File: config.mk
export PLATFORM = sky130hd
export DESIGN_NAME = load_switch_ctrl
export DESIGN_NICKNAME = d
export VERILOG_FILES = /design/src/rtl/load_switch_ctrl.sv
export SDC_FILE = /design/constraint.sdc
export NUM_CORES = 1
export LEC_CHECK = 0
export BUFFER_PORTS_ARGS = -buffer_cell sky130_fd_sc_hd__buf_4
export CORE_MARGIN = 4
export CORE_UTILIZATION = 30
export DETAILED_ROUTE_END_ITERATION = 10
export PLACE_DENSITY = 0.65
export SYNTH_ARGS = -nofsm -noshare
export SYNTH_HDL_FRONTEND = slang
export SYNTH_SLANG_ARGS = --single-unit
File: constraint.sdc
create_clock -name clk -period 1.6 [get_ports clk]
set_clock_uncertainty 0.05 [all_clocks]
set_input_delay 0.08 -clock clk [delete_from_list [all_inputs] [get_ports clk]]
set_output_delay 0.08 -clock clk [all_outputs]
set_load 0.005 [all_outputs]
File: src/rtl/load_switch_ctrl.sv
module load_switch_ctrl #(
  parameter int AT_PERIOD = 128,
  parameter int AT_ON     = 2
) (
  input  logic        clk,
  input  logic        rst_n,
  input  logic [15:0] ctrl_word,
  input  logic        pwm_in,
  input  logic        cyc_tick,
  input  logic        uv_lock,
  input  logic        wd_undercur,
  input  logic        therm_sd,
  input  logic        therm_warn,
  input  logic        hs1_ovl,
  output logic        hs1_on,
  output logic        hs2_on,
  output logic        hs3_on,
  output logic        ls1_on,
  output logic        ls2_on,
  output logic [15:0] diag
);
  localparam int CW = (AT_PERIOD > 1) ? $clog2(AT_PERIOD) : 1;
  localparam logic [CW-1:0] LAST = CW'(AT_PERIOD - 1);
  localparam logic [CW-1:0] ONW  = CW'(AT_ON);

  logic [CW-1:0] at_cnt;
  logic          at_mode, kill_all, kill_ls, hs3_req;

  assign at_mode  = ctrl_word[3] & ctrl_word[4];
  assign kill_all = ~rst_n | uv_lock | therm_sd;
  assign kill_ls  = kill_all | wd_undercur;

  always_ff @(posedge clk or negedge rst_n) begin
    if (!rst_n)           at_cnt <= '0;
    else if (!at_mode)    at_cnt <= '0;
    else if (cyc_tick)    at_cnt <= (at_cnt == LAST) ? '0 : at_cnt + 1'b1;
  end

  always_comb begin
    unique case (ctrl_word[4:3])
      2'b01:   hs3_req = 1'b1;
      2'b11:   hs3_req = (at_cnt < ONW);
      default: hs3_req = 1'b0;
    endcase
  end

  assign hs1_on = ~kill_all & (ctrl_word[1] | (ctrl_word[11] & pwm_in));
  assign hs2_on = ~kill_all & ctrl_word[2];
  assign hs3_on = ~kill_all & hs3_req;
  assign ls1_on = ~kill_ls  & ctrl_word[5];
  assign ls2_on = ~kill_ls  & ctrl_word[6];

  assign diag = {1'b0, therm_sd, 7'b0, ls2_on, ls1_on, 1'b0, uv_lock, 1'b0, hs1_ovl, therm_warn};
endmodule

==> impl_metrics.py <==
metrics = {
    "clock_network": {
        "clock-sinks": 7,
        "clockBufferDepth": 2,
        "cts_inserted_buffers": 3,
        "path_clk_slew_ns": 0.06,
        "cts_tree": "yes",
        "cts_root_buf": "clkbuf_4",
        "cts.htree.levels": 1,
        "clk_latency_ns": 0.26,
    },
    "critical_path": {
        "start_kind": "register",
        "crit_arrival_ns": 1.65,
        "required_ns": 1.47,
        "crit_type": "reg2out",
        "cp-end-kind": "output pin",
        "reg2reg_depth": 4,
        "critPathMaxFanout": 2,
    },
    "finish": {
        "largestRegisters": "at_cnt (7)",
        "nets": 116,
        "largest_reg_flops": 7,
        "fin_cells": 114,
        "final_cell_mix": "buf_4, conb_1, dfrtp_1, a21oi_1, nand2_1",
        "diodes": 0,
        "area_growth_pct": 30.8,
        "final_common_cell": "buf_4",
        "drive_gt1_share_pct": 33.7,
        "top_register": "at_cnt",
        "fill_cells": 181,
        "finalInstanceArea_um2": 722,
    },
    "logic_synthesis": {
        "ys_seq_area_share_pct": 31.7,
        "synth_top_family_by_area": "simple AND/OR/NAND/NOR gates",
        "avgSynthCellArea_um2": 8.36,
        "yosys.area_share.simple_pct": 25.9,
        "synth-xor-area-share_pct": 3.17,
        "ys_ff_latch": 7,
        "synthMuxAreaShare_pct": 0,
        "yosys_warnings": 0,
        "synth-compound-area-share_pct": 13.8,
        "yosysUniqueCellTypes": 23,
        "synth_cells": 66,
        "syn_area_um2": 552,
        "synthAdderAreaFrac_pct": 2.27,
    },
    "pwr": {
        "leakage_nw": 0.355,
        "irDropWorstVdd_v": 0.000187,
        "powerDensity_nw_per_um2": 574,
        "power_w": 0.000414,
    },
    "die": {
        "rows": 15,
        "core_um2": 1730,
        "fp.dieH_um": 50.9,
        "start_util_pct": 32.0,
        "ios": 46,
        "fp.dieW_um": 50.9,
        "die-area_um2": 2590,
    },
    "drt": {
        "ant_nets": 0,
        "wl_per_cell_um": 11.1,
        "dr.pass1.iters": 4,
        "route.detailed.drc": 0,
        "first_iter_violations": 8,
        "via_per_inst": 4.44,
        "via_count": 506,
        "wirelength_mm": 1.27,
    },
    "run_status": {
        "outcome": "finished, violations left",
        "violations": "setup timing",
    },
    "global_routing": {
        "met3_usage_pct": 5.83,
        "met2_usage_pct": 15.9,
        "grt_overflow_total": 0,
        "grt_pass1_vias": 436,
        "busiest_layer": "met2",
        "grt_pass1_wl_mm": 1.85,
        "grt_usage_pct": 9.87,
        "grt_max_degree": 8,
        "antenna_found_initial": 0,
        "grt_util_met1_pct": 10.5,
    },
    "min_path": {
        "hold_class": "in2reg",
        "min_path_cells": 3,
    },
    "timing": {
        "finalSetupViolations": 1,
        "final_max_slew_viol_count": 0,
        "hold_viol": 0,
        "max_clock_freq_mhz": 561,
        "fin_crit_sh_pct": 111,
        "final.setup.worst_slack_ns": -0.182,
        "period_needed_ns": 1.78,
        "rsz0062_at_grt": "true",
    },
    "run": {
        "maxCapViolCount": 0,
    },
    "placed_design": {
        "dp_hpwl_mm": 1.04,
        "place_area_um2": 684,
        "port_buffers": 22,
        "pre_cts_slack_ns": 0.0943,
        "gp_congestion": 0.746,
        "dp.cells": 109,
    },
}
## path summary, 6_finish.rpt
check | slack [ns] | from | to
worst max register to register | 0.21 | at_cnt[1] | at_cnt[3]
worst min-delay path | 0.09 | ctrl_word[3] | at_cnt[5]
max in group asynchronous | 1.04 | rst_n | at_cnt[5]
min in group asynchronous | 0.20 | rst_n | at_cnt[6]
worst max-delay path | -0.18 | at_cnt[4] | hs3_on
worst min register to register | 0.53 | at_cnt[6] | at_cnt[6]
## synthesized netlist by cell type, drive strengths merged
cell / count / area share, %
or3: 2 / 2.3
nor3b: 3 / 4.1
and3: 1 / 1.1
o211ai: 1 / 1.4
o31ai: 2 / 2.7
or4: 2 / 2.7
nand4: 1 / 1.1
xor2: 2 / 3.2
nor2: 3 / 2.0
buf: 16 / 22
or3b: 1 / 1.6
dfrtp: 7 / 32
and2: 1 / 1.1
a21oi: 6 / 5.4
ha: 1 / 2.3
o21ai: 3 / 2.7
nand2: 5 / 3.4
inv: 1 / 0.68
conb: 1 / 0.68
nor2b: 1 / 1.1
nand3: 4 / 3.6
and3b: 1 / 1.6
o311ai: 1 / 1.6
## stage by stage
stage / util [%] / hold WS [ns] / TNS, ns
floorplan: - / -0.266 / 0
global placement: 39.6 / -0.144 / 0
detailed placement: 39.6 / -0.144 / 0
CTS: 41.8 / 0.0884 / -0.203
global route: 41.8 / 0.0857 / -0.272
finish: 41.8 / 0.0910 / -0.182
## final cells by class
class | instances | area (µm²) | share of cell area (%)
Clock inverter | 1 | 5.00 | 0.693
Multi-Input combinational cell | 51 | 287 | 39.7
Tap cell | 25 | 31.3 | 4.33
Clock buffer | 3 | 22.5 | 3.12
Sequential cell | 7 | 175 | 24.3
Timing Repair Buffer | 26 | 198 | 27.4
Inverter | 1 | 3.75 | 0.520
## critical path, cell delays in order, from the launching register on
cell and delay [ns]:
dfrtp_1 0.37, or4_1 0.53, o31ai_1 0.21, and3_1 0.18, buf_4 0.10
## layer usage
metal,vias to the layer above,routed length [µm]
met5,-,0
met2,21,625
met1,228,496
met3,2,135
met4,0,14
li1,255,-
## report_power, final
group / total (W) / leakage [nW] / switching [W] / internal (W)
registers: 0.000180 / 0.0973 / 0.00000173 / 0.000179
logic: 0.0000684 / 0.240 / 0.0000309 / 0.0000375
clock network: 0.000166 / 0.0177 / 0.0000739 / 0.0000918
total: 0.000414 / 0.355 / 0.000107 / 0.000308
## logic make-up (layout without fill, tap and decap cells)
group                      after synthesis  count (layout)
buffers and inverters                   17              31
AOI/OAI and AO/OA                       13              13
DFF                                      7               7
adders and majority gates                1               1
other                                    1              10
xor gates and xnor gates                 2               2
and+or+nand+nor                         25              25
## timing repair
action                                  4_1_cts  5_1_grt
hold endpoints to repair                      7        0
endpoints found under the setup margin        1        3
resized for setup                             0        1
buffers inserted                              0        0
cloned                                        0        0
hold buffers                                  1        0
(Power assumes the default switching activity.)
